**src/rtl/irq_pkg.sv**
```systemverilog
package irq_pkg;

  // Strobes from the control half to the pending-bit datapath
  typedef struct packed {
    logic lineSet;
    logic frameSet;
    logic lineAck;
    logic frameAck;
  } irqStrobes_t;

endpackage

```
**src/rtl/irq_ctrl.sv**
```systemverilog
module irq_ctrl
  import irq_pkg::*;
#(
  parameter int LINE_W      = 9,
  parameter int RELOAD_W    = 8,
  parameter int ACTIVE_LAST = 224,
  parameter int LEVEL_W     = 3,
  parameter int LINE_LEVEL  = 4,
  parameter int FRAME_LEVEL = 6
) (
  input  logic                clk,
  input  logic                rstN,
  input  logic                lineEnd,
  input  logic [LINE_W-1:0]   lineNum,
  input  logic                frameStart,
  input  logic [RELOAD_W-1:0] lineReload,
  input  logic                ackValid,
  input  logic [LEVEL_W-1:0]  ackLevel,
  output irqStrobes_t         strobes
);

  localparam logic [LINE_W-1:0]  LAST_ACTIVE = LINE_W'(ACTIVE_LAST);
  localparam logic [LEVEL_W-1:0] LVL_LINE    = LEVEL_W'(LINE_LEVEL);
  localparam logic [LEVEL_W-1:0] LVL_FRAME   = LEVEL_W'(FRAME_LEVEL);

  logic [RELOAD_W-1:0] downCnt;
  logic                inActive;
  logic                cntZero;

  always_comb begin
    inActive = (lineNum <= LAST_ACTIVE);
    cntZero  = (downCnt == '0);
  end

  // Interval counter: count down over active lines, reload on underflow
  // and on every line outside the active region.
  always_ff @(posedge clk) begin
    if (!rstN) begin
      downCnt <= '0;
    end else if (lineEnd) begin
      if (inActive && !cntZero) downCnt <= downCnt - 1'b1;
      else                      downCnt <= lineReload;
    end
  end

  always_comb begin
    strobes.lineSet  = lineEnd && inActive && cntZero;
    strobes.frameSet = frameStart;
    strobes.lineAck  = ackValid && (ackLevel == LVL_LINE);
    strobes.frameAck = ackValid && (ackLevel == LVL_FRAME);
  end

endmodule

```
**src/rtl/irq_dpath.sv**
```systemverilog
module irq_dpath
  import irq_pkg::*;
#(
  parameter int LEVEL_W     = 3,
  parameter int LINE_LEVEL  = 4,
  parameter int FRAME_LEVEL = 6
) (
  input  logic               clk,
  input  logic               rstN,
  input  irqStrobes_t        strobes,
  input  logic               lineIrqEn,
  input  logic               frameIrqEn,
  output logic [LEVEL_W-1:0] irqLevel,
  output logic               framePending
);

  // Source index 0 = line, 1 = frame (frame wins)
  localparam int NSRC = 2;

  logic [NSRC-1:0] setV, ackV, enV, pendQ, activeV;

  always_comb begin
    setV = {strobes.frameSet, strobes.lineSet};
    ackV = {strobes.frameAck, strobes.lineAck};
    enV  = {frameIrqEn, lineIrqEn};
  end

  for (genvar g = 0; g < NSRC; g++) begin : g_src
    // A set in the same cycle as an acknowledge keeps the bit
    always_ff @(posedge clk) begin
      if (!rstN) pendQ[g] <= 1'b0;
      else       pendQ[g] <= setV[g] | (pendQ[g] & ~ackV[g]);
    end
    assign activeV[g] = pendQ[g] & enV[g];
  end

  always_comb begin
    if (activeV[1])      irqLevel = LEVEL_W'(FRAME_LEVEL);
    else if (activeV[0]) irqLevel = LEVEL_W'(LINE_LEVEL);
    else                 irqLevel = '0;
  end

  assign framePending = pendQ[1];

endmodule

```
**src/rtl/irq_line_frame_ctl.sv**
```systemverilog
module irq_line_frame_ctl
  import irq_pkg::*;
#(
  parameter int LINE_W      = 9,
  parameter int RELOAD_W    = 8,
  parameter int ACTIVE_LAST = 224,
  parameter int LEVEL_W     = 3,
  parameter int LINE_LEVEL  = 4,
  parameter int FRAME_LEVEL = 6
) (
  input  logic                clk,
  input  logic                rstN,
  input  logic                lineEnd,
  input  logic [LINE_W-1:0]   lineNum,
  input  logic                frameStart,
  input  logic [RELOAD_W-1:0] lineReload,
  input  logic                lineIrqEn,
  input  logic                frameIrqEn,
  input  logic                ackValid,
  input  logic [LEVEL_W-1:0]  ackLevel,
  output logic [LEVEL_W-1:0]  irqLevel,
  output logic                framePending
);

  irqStrobes_t strobes;

  irq_ctrl #(
    .LINE_W(LINE_W), .RELOAD_W(RELOAD_W), .ACTIVE_LAST(ACTIVE_LAST),
    .LEVEL_W(LEVEL_W), .LINE_LEVEL(LINE_LEVEL), .FRAME_LEVEL(FRAME_LEVEL)
  ) i_ctrl (
    .clk(clk), .rstN(rstN), .lineEnd(lineEnd), .lineNum(lineNum),
    .frameStart(frameStart), .lineReload(lineReload),
    .ackValid(ackValid), .ackLevel(ackLevel), .strobes(strobes)
  );

  irq_dpath #(
    .LEVEL_W(LEVEL_W), .LINE_LEVEL(LINE_LEVEL), .FRAME_LEVEL(FRAME_LEVEL)
  ) i_dpath (
    .clk(clk), .rstN(rstN), .strobes(strobes),
    .lineIrqEn(lineIrqEn), .frameIrqEn(frameIrqEn),
    .irqLevel(irqLevel), .framePending(framePending)
  );

endmodule

```
**config.mk**
```make
export PLATFORM = sky130hd
export DESIGN_NAME = irq_line_frame_ctl
export DESIGN_NICKNAME = d
export VERILOG_FILES = /design/src/rtl/irq_pkg.sv /design/src/rtl/irq_ctrl.sv /design/src/rtl/irq_dpath.sv /design/src/rtl/irq_line_frame_ctl.sv
export SDC_FILE = /design/constraint.sdc
export NUM_CORES = 1
export LEC_CHECK = 0
export ABC_CLOCK_PERIOD_IN_PS = 1720
export BUFFER_PORTS_ARGS = -buffer_cell sky130_fd_sc_hd__buf_2
export CAP_MARGIN = 10
export CORE_MARGIN = 2
export CORE_UTILIZATION = 40
export CTS_BUF_LIST = sky130_fd_sc_hd__clkbuf_4
export CTS_CLUSTER_DIAMETER = 60
export DETAILED_ROUTE_END_ITERATION = 8
export PLACE_DENSITY_LB_ADDON = 0.05
export SETUP_SLACK_MARGIN = 0.2
export SLEW_MARGIN = 20
export SYNTH_ARGS = -nofsm -noshare
export SYNTH_HDL_FRONTEND = slang
export SYNTH_HIERARCHICAL = 1
export SYNTH_SLANG_ARGS = --single-unit
export TNS_END_PERCENT = 30
```
**constraint.sdc**
```tcl
create_clock -name clk -period 1.72 [get_ports clk]
set_clock_uncertainty 0.15 [all_clocks]
set_input_delay 0.43 -clock clk [delete_from_list [all_inputs] [get_ports clk]]
set_output_delay 0.43 -clock clk [all_outputs]
set_load 0.005 [all_outputs]
```
==> impl_results.rst, run 1 <==
.. list-table::
   :header-rows: 1

   * - Metric
     - Value
   * - Maximum fanout along the worst path
     - 8
   * - Static leakage
     - between 0.4 and 0.5 nW
   * - Detailed-router iteration count before antenna repair
     - 4
   * - Commonest non-fill, non-tap cells in the layout
     - 29 x sky130_fd_sc_hd__buf_2, 10 x sky130_fd_sc_hd__nand2_1, 9 x sky130_fd_sc_hd__buf_4, 8 x sky130_fd_sc_hd__dfxtp_1
   * - Number of DRC violations after detailed-routing iteration 0
     - 13
   * - Gr usage total
     - between 10% and 20%
   * - Instance count of the mapped netlist
     - 89
   * - Number of hold violations in the final report
     - 0
   * - Clock latency on the worst-skew pair
     - between 0.2 and 0.3 ns
   * - Die H
     - 45.9 µm
   * - Global-route wire length before repair
     - between 2000 and 3000 µm
   * - Worst ir drop on vdd
     - 0.000638 V
   * - Net Count, Synth
     - 118
   * - Layout area overhead
     - 42.5%
   * - Core Area
     - 1690 µm²
   * - Share of the core filled with cells
     - roughly three fifths
   * - Portion of the post-synthesis area used by sequential elements
     - 28.5%
   * - Number of pins with negative max-slew slack in the final report
     - 0
   * - Setup ws final
     - 0.0728 ns
   * - Clock tree from TritonCTS
     - built
   * - Fraction of layout cells with a size suffix above 1
     - approximately 48%
   * - Class of the most critical setup path
     - flip-flop to flip-flop
   * - DRC violation count after routing
     - 0
   * - RSZ-0062 raised after global routing
     - yes
   * - Outcome
     - finished clean
   * - P per Cell Area
     - 777 nW/µm²
   * - Period utilization
     - 95.8%
   * - Sink Count
     - 10
   * - Flip-flop and latch count after synthesis
     - 10
   * - Largest net degree at the start of global routing
     - 16
   * - Vias in the first global route
     - roughly 620
   * - Worst-path clk slew
     - about 0.070 ns
   * - Number of warnings issued by yosys
     - 6
   * - Number of H-tree levels
     - 1
   * - Setup TNS
     - 0 ns
   * - Number of setup violations in the final report
     - 0
   * - Number of antenna-violating nets in the routed design
     - 0
   * - Netlist cell types
     - 37
   * - Highest clock rate
     - ~610 MHz
   * - Mapped Area
     - 703 µm²
   * - Overall die width
     - about 46 µm
   * - Number of antenna violations at the first check in global routing
     - 0
   * - Root cell of the clock tree
     - sky130_fd_sc_hd__clkbuf_4
   * - Grt total ovfl
     - 0
   * - Cts bufs inserted
     - 3
   * - Post-route total power
     - 0.779 mW
   * - Final Critical Period
     - between 1.5 and 2 ns
   * - Endpoint class of the critical path
     - flip-flop
   * - Port buffer count
     - 29
   * - Required time of the critical path
     - between 1.5 and 2 ns
   * - Std cell rows
     - 15
   * - Min-delay worst type
     - input port to flip-flop
   * - Final layout net count
     - 156
   * - Arrival time at the worst endpoint
     - 1.69 ns
   * - Worst setup SP type
     - flip-flop
   * - Routed wire per std cell
     - 12.4 µm
   * - Avg Synthesized Cell Area
     - 7.90 µm²
   * - Post-Route WL
     - roughly 1800 µm
   * - Area of the die
     - between 2000 and 2500 µm²
   * - Ant. Diodes
     - 0
   * - I/O pins
     - 31
   * - Post-CTS Hold Fix Bufs
     - 0
   * - Drt via density
     - 5.36
   * - Weighted congestion at the end of routability-driven global placement
     - 0.757
   * - Vias after detailed routing
     - 766
   * - Setup slack at placement
     - -0.146 ns
   * - Hpwl dp
     - 1350 µm
   * - Starting utilization of the core area
     - around two fifths
   * - Deepest clock path buffer count
     - 2
   * - Leading cell type in the layout, fill and taps excluded
     - sky130_fd_sc_hd__buf_2
   * - Number of maximum-capacitance violations
     - 0
==> repair_timing <==
action / in CTS / in global routing
gates cloned: 0 / 0
gates resized for setup: 7 / 5
setup buffers: 1 / 0
setup endpoints to repair: 9 / 9
pin swaps: 3 / 1
==> per-layer routing <==
layer	vias up	wire length (µm)	global-route usage, %
met5	-	0	0
met4	0	14	8.57
li1	394	-	-
met2	30	813	28.9
met3	2	121	2.78
met1	340	827	20.6
==> logic make-up (layout without fill, tap and decap cells) <==
logic type,count (synthesis),in the layout,share of synthesized area [%]
AO/OA/AOI/OAI,26,26,24.2
buffers and inverters,9,46,7.11
adder cells (fa/ha/maj),2,2,3.56
flip-flops,10,10,28.5
other,1,1,0.533
multiplexers,3,3,4.27
AND/OR/NAND/NOR,38,38,31.9
==> cell usage after synthesis, drive strengths merged <==
library cell	number	area, µm²
mux2i	3	30.0
or3	1	6.26
inv	3	11.3
a21oi	7	38.8
and2	3	23.8
nor3b	1	7.51
buf	5	35.0
a21boi	2	15.0
nor4	4	46.3
dfxtp	10	200
nand3	1	5.00
clkbuf	1	3.75
nand2	10	37.5
nor4bb	1	10.0
a21o	1	7.51
ha	2	25.0
o21ai	2	10.0
o31ai	1	7.51
nand2b	1	6.26
o22ai	5	31.3
or2	1	6.26
nor2	6	22.5
nor3	6	30.0
conb	1	3.75
nor2b	2	12.5
o21a	6	45.0
a31oi	1	6.26
a32oi	1	8.76
and4b	1	10.0
==> worst max-delay path, stage by stage (launching register included) <==
cell	delay, ns
sky130_fd_sc_hd__dfxtp_2	0.34
sky130_fd_sc_hd__inv_2	0.05
sky130_fd_sc_hd__ha_4	0.15
sky130_fd_sc_hd__nor3b_4	0.14
sky130_fd_sc_hd__and2_4	0.15
sky130_fd_sc_hd__or2_4	0.28
sky130_fd_sc_hd__o21a_1	0.18
sky130_fd_sc_hd__o22ai_1	0.14
==> worst paths after layout <==
| kind | from | to | slack, ns | cells after the start |
|---|---|---|---|---|
| setup / recovery | i_ctrl/downCnt[0] | i_ctrl/downCnt[2] | 0.07 | 7 |
| setup reg to reg | i_ctrl/downCnt[0] | i_ctrl/downCnt[2] | 0.07 | 7 |
| hold / removal | frameStart | i_dpath/framePending | 0.22 | 2 |
| hold reg to reg | i_ctrl/downCnt[6] | i_ctrl/downCnt[6] | 0.35 | 2 |
==> report_power, final <==
part | switching [mW] | internal [mW] | total, mW
Sequential | 0.0246 | 0.255 | 0.280
Combinational | 0.153 | 0.177 | 0.329
Clock | 0.0859 | 0.0837 | 0.170
Total | 0.263 | 0.516 | 0.779
==> area by class of cell <==
type	instances	area, µm²
fillers	162	687
clock buffers	3	22.5
multi-input cells	70	517
inverters	3	11.3
well taps	17	21.3
flip-flops and latches	10	203
clock inverters	1	3.75
repair buffers	39	224
==> state kept, by name, indices dropped and copies added, names as in the netlist <==
name                  count
i_dpath/pendQ             1
i_ctrl/downCnt            8
i_dpath/framePending      1
==> stage by stage <==
step           area, µm²  instances  hold slack [ns]
3_5_place_dp         917        138            0.341
2_1_floorplan        722         89            0.310
3_3_place_gp         917        138            0.328
5_1_grt             1000        143            0.215
4_1_cts              980        143            0.215
6_report            1000        143            0.221
(Power assumes the default switching activity.)
==> inputs of run 2 (changes only) <==
--- a/config.mk
+++ b/config.mk
@@ -8,8 +8,8 @@
 export ABC_CLOCK_PERIOD_IN_PS = 1720
 export BUFFER_PORTS_ARGS = -buffer_cell sky130_fd_sc_hd__buf_2
 export CAP_MARGIN = 10
-export CORE_MARGIN = 2
-export CORE_UTILIZATION = 40
+export CORE_MARGIN = 4
+export CORE_UTILIZATION = 43
 export CTS_BUF_LIST = sky130_fd_sc_hd__clkbuf_4
 export CTS_CLUSTER_DIAMETER = 60
 export DETAILED_ROUTE_END_ITERATION = 8
==> impl_results.rst, run 2 (synthesis results as in run 1) <==
.. list-table::
   :header-rows: 1

   * - Metric
     - Value
   * - Endpoint of the most critical register-to-register path
     - i_ctrl/downCnt[6] (was i_ctrl/downCnt[2])
   * - Post-Route WL
     - 2010 µm (was 1780 µm)
   * - Grt total ovfl
     - 0 (unchanged)
   * - Static leakage
     - 0.470 nW (was 0.455 nW)
   * - Number of setup violations in the final report
     - 0 (unchanged)
   * - Number of H-tree levels
     - 1 (unchanged)
   * - Clock latency on the worst-skew pair
     - 0.27 ns (was 0.26 ns)
   * - Port buffer count
     - 29 (unchanged)
   * - Number of pins with negative max-slew slack in the final report
     - 0 (unchanged)
   * - Area of the die
     - 2350 µm² (was 2110 µm²)
   * - Sink Count
     - 10 (unchanged)
   * - Core Area
     - 1520 µm² (was 1690 µm²)
   * - I/O pins
     - 31 (unchanged)
   * - Number of DRC violations after detailed-routing iteration 0
     - 13 (unchanged)
   * - Post-route total power
     - 0.815 mW (was 0.779 mW)
   * - Detailed-router iteration count before antenna repair
     - 4 (unchanged)
   * - Starting utilization of the core area
     - 46.1% (was 41.6%)
   * - Largest net degree at the start of global routing
     - 16 (unchanged)
   * - Worst ir drop on vdd
     - 0.000435 V (was 0.000638 V)
   * - Vias after detailed routing
     - 803 (was 766)
   * - Root cell of the clock tree
     - sky130_fd_sc_hd__clkbuf_4 (unchanged)
   * - Final Critical Period
     - 1.65 ns (about the same)
   * - Net Switching
     - 0.280 mW (was 0.263 mW)
   * - Layout area overhead
     - 48.2% (was 42.5%)
   * - Commonest non-fill, non-tap cells in the layout
     - 29 x sky130_fd_sc_hd__buf_2, 11 x sky130_fd_sc_hd__buf_4, 10 x sky130_fd_sc_hd__nand2_1, 8 x sky130_fd_sc_hd__dfxtp_1 (was 29 x sky130_fd_sc_hd__buf_2, 10 x sky130_fd_sc_hd__nand2_1, 9 x sky130_fd_sc_hd__buf_4, 8 x sky130_fd_sc_hd__dfxtp_1)
   * - Count of placed standard cells including taps
     - 137 (was 138)
   * - Outcome
     - finished clean (unchanged)
   * - Largest register FFs
     - 8 (unchanged)
   * - Hold path startpoint
     - frameStart (unchanged)
   * - Share of the core filled with cells
     - 68.4% (was 59.3%)
   * - Fraction of layout cells with a size suffix above 1
     - 51.6% (was 47.6%)
   * - Number of maximum-capacitance violations
     - 0 (unchanged)
   * - Cts bufs inserted
     - 3 (unchanged)
   * - DRC violation count after routing
     - 0 (unchanged)
   * - Reg with most FFs
     - i_ctrl/downCnt (unchanged)
   * - Final layout net count
     - 158 (was 156)
   * - Routed wire per std cell
     - 13.9 µm (was 12.4 µm)
   * - Global-route wire length before repair
     - 3180 µm (was 2590 µm)
   * - Number of antenna violations at the first check in global routing
     - 0 (unchanged)
   * - Die H
     - 48.4 µm (was 45.9 µm)
   * - Hold Path Cell Cnt
     - 2 (unchanged)
   * - Overall die width
     - 48.4 µm (was 45.9 µm)
   * - Worst setup startpoint
     - i_ctrl/downCnt[0] (unchanged)
   * - Class of the most critical setup path
     - flip-flop to flip-flop (unchanged)
   * - Combinational share of power
     - 44.8% (was 42.3%)
   * - Sequential cell fraction of total power
     - 34.4% (was 36.0%)
   * - Required time of the critical path
     - 1.73 ns (was 1.76 ns)
   * - Setup TNS
     - 0 ns (unchanged)
   * - Std cell rows
     - 14 (was 15)
   * - Vias in the first global route
     - 725 (was 621)
   * - Number of hold violations in the final report
     - 0 (unchanged)
   * - Worst setup SP type
     - flip-flop (unchanged)
   * - Min-delay worst type
     - input port to flip-flop (unchanged)
   * - Drt via density
     - 5.58 (was 5.36)
   * - Worst reg-to-reg path cell count
     - 7 (unchanged)
   * - P per Cell Area
     - 782 nW/µm² (was 777 nW/µm²)
   * - Number of standard cells in the final layout excluding fillers
     - 144 (was 143)
   * - Endpoint class of the critical path
     - flip-flop (unchanged)
   * - Number of antenna-violating nets in the routed design
     - 0 (unchanged)
   * - RSZ-0062 raised after global routing
     - yes (unchanged)
   * - Ant. Diodes
     - 0 (unchanged)
   * - Hpwl dp
     - 1460 µm (was 1350 µm)
   * - Weighted congestion at the end of routability-driven global placement
     - 0.805 (was 0.757)
   * - Cell internal pwr
     - 0.535 mW (was 0.516 mW)
   * - Deepest clock path buffer count
     - 2 (unchanged)
   * - R2r setup slk
     - 0.07 ns (about the same)
   * - Leading cell type in the layout, fill and taps excluded
     - sky130_fd_sc_hd__buf_2 (unchanged)
   * - Total of fill cells in the finished design
     - 144 (was 162)
   * - Switching fraction of total power
     - 34.3% (was 33.8%)
   * - Arrival time at the worst endpoint
     - 1.65 ns (was 1.69 ns)
   * - Highest clock rate
     - 608 MHz (was 607 MHz)
   * - Reg2reg start
     - i_ctrl/downCnt[0] (unchanged)
   * - Maximum fanout along the worst path
     - 8 (unchanged)
   * - Setup slack at placement
     - -0.160 ns (was -0.146 ns)
   * - Clock tree from TritonCTS
     - built (unchanged)
   * - Worst-path clk slew
     - 0.07 ns (about the same)
   * - Capture endpoint of the worst hold path
     - i_dpath/framePending (unchanged)
   * - Post-CTS Hold Fix Bufs
     - 0 (unchanged)
   * - Setup ws final
     - 0.0750 ns (was 0.0728 ns)
   * - Gr usage total
     - 17.0% (was 17.1%)
   * - Share of power burned in the clock network
     - 20.8% (was 21.8%)
   * - Period utilization
     - 95.6% (was 95.8%)
run 2: changes by cell type in the layout (fill, tap and decap cells not counted), moves of 2 or more:
| cell | change |
|---|---|
| sky130_fd_sc_hd__a21oi_1 | +2 |
| sky130_fd_sc_hd__a21oi_2 | -2 |
| sky130_fd_sc_hd__buf_4 | +2 |
| sky130_fd_sc_hd__nor4_1 | -2 |
| sky130_fd_sc_hd__nor4_2 | +2 |
run 2: area by class of cell:
type | instances | area (µm²) | share of cell area, %
clock buffer | 3 | 22.5 | 2.16
clock inverter | 1 | 3.75 | 0.360
timing repair buffer | 41 | 239 | 22.9
inverter | 3 | 11.3 | 1.08
tap | 16 | 20.0 | 1.92
multi-input combinational | 70 | 543 | 52.1
sequential | 10 | 203 | 19.4
run 2: timing repair:
item                       4_1_cts  5_1_grt
gates resized for setup          5       11
setup endpoints to repair        9       10
gates cloned                     0        0
pin swaps                        4        4
setup buffers                    2        1
run 2: critical path: stages, from the launching register on:
cell                       delay (ns)
sky130_fd_sc_hd__dfxtp_2         0.34
sky130_fd_sc_hd__inv_2           0.05
sky130_fd_sc_hd__ha_4            0.15
sky130_fd_sc_hd__nor3b_4         0.14
sky130_fd_sc_hd__and2_4          0.15
sky130_fd_sc_hd__or2_4           0.27
sky130_fd_sc_hd__a32oi_2         0.20
sky130_fd_sc_hd__a21boi_1        0.09
run 2: worst max path at each step:
stage / depth (start not counted) / endpoint
floorplan: 6 / i_ctrl/downCnt[2]
global placement: 6 / i_ctrl/downCnt[6]
detailed placement: 6 / i_ctrl/downCnt[4]
CTS: 7 / i_ctrl/downCnt[4]
global route: 8 / i_ctrl/downCnt[6]
finish: 7 / i_ctrl/downCnt[6]
run 2: through the flow:
stage,cell area (µm²),hold slack [ns]
floorplan,722,0.310
global placement,916,0.331
detailed placement,916,0.338
CTS,983,0.212
global route,1040,0.221
finish,1040,0.219
run 2: metal layers:
metal	routed length, µm	GRT usage [%]	vias to the layer above
met5	0	0	-
met2	1070	28.3	28
li1	-	-	400
met1	804	19.6	371
met3	101	6.13	4
met4	28	6.45	0
run 2: power by group through the flow:
stage	sequential [mW]	combinational, mW	clock [mW]
after floorplan	0.280	0.186	0
after CTS	0.279	0.316	0.180
after global placement	0.282	0.288	0
final	0.281	0.365	0.169
after global routing	0.285	0.395	0.193
after detailed placement	0.282	0.292	0
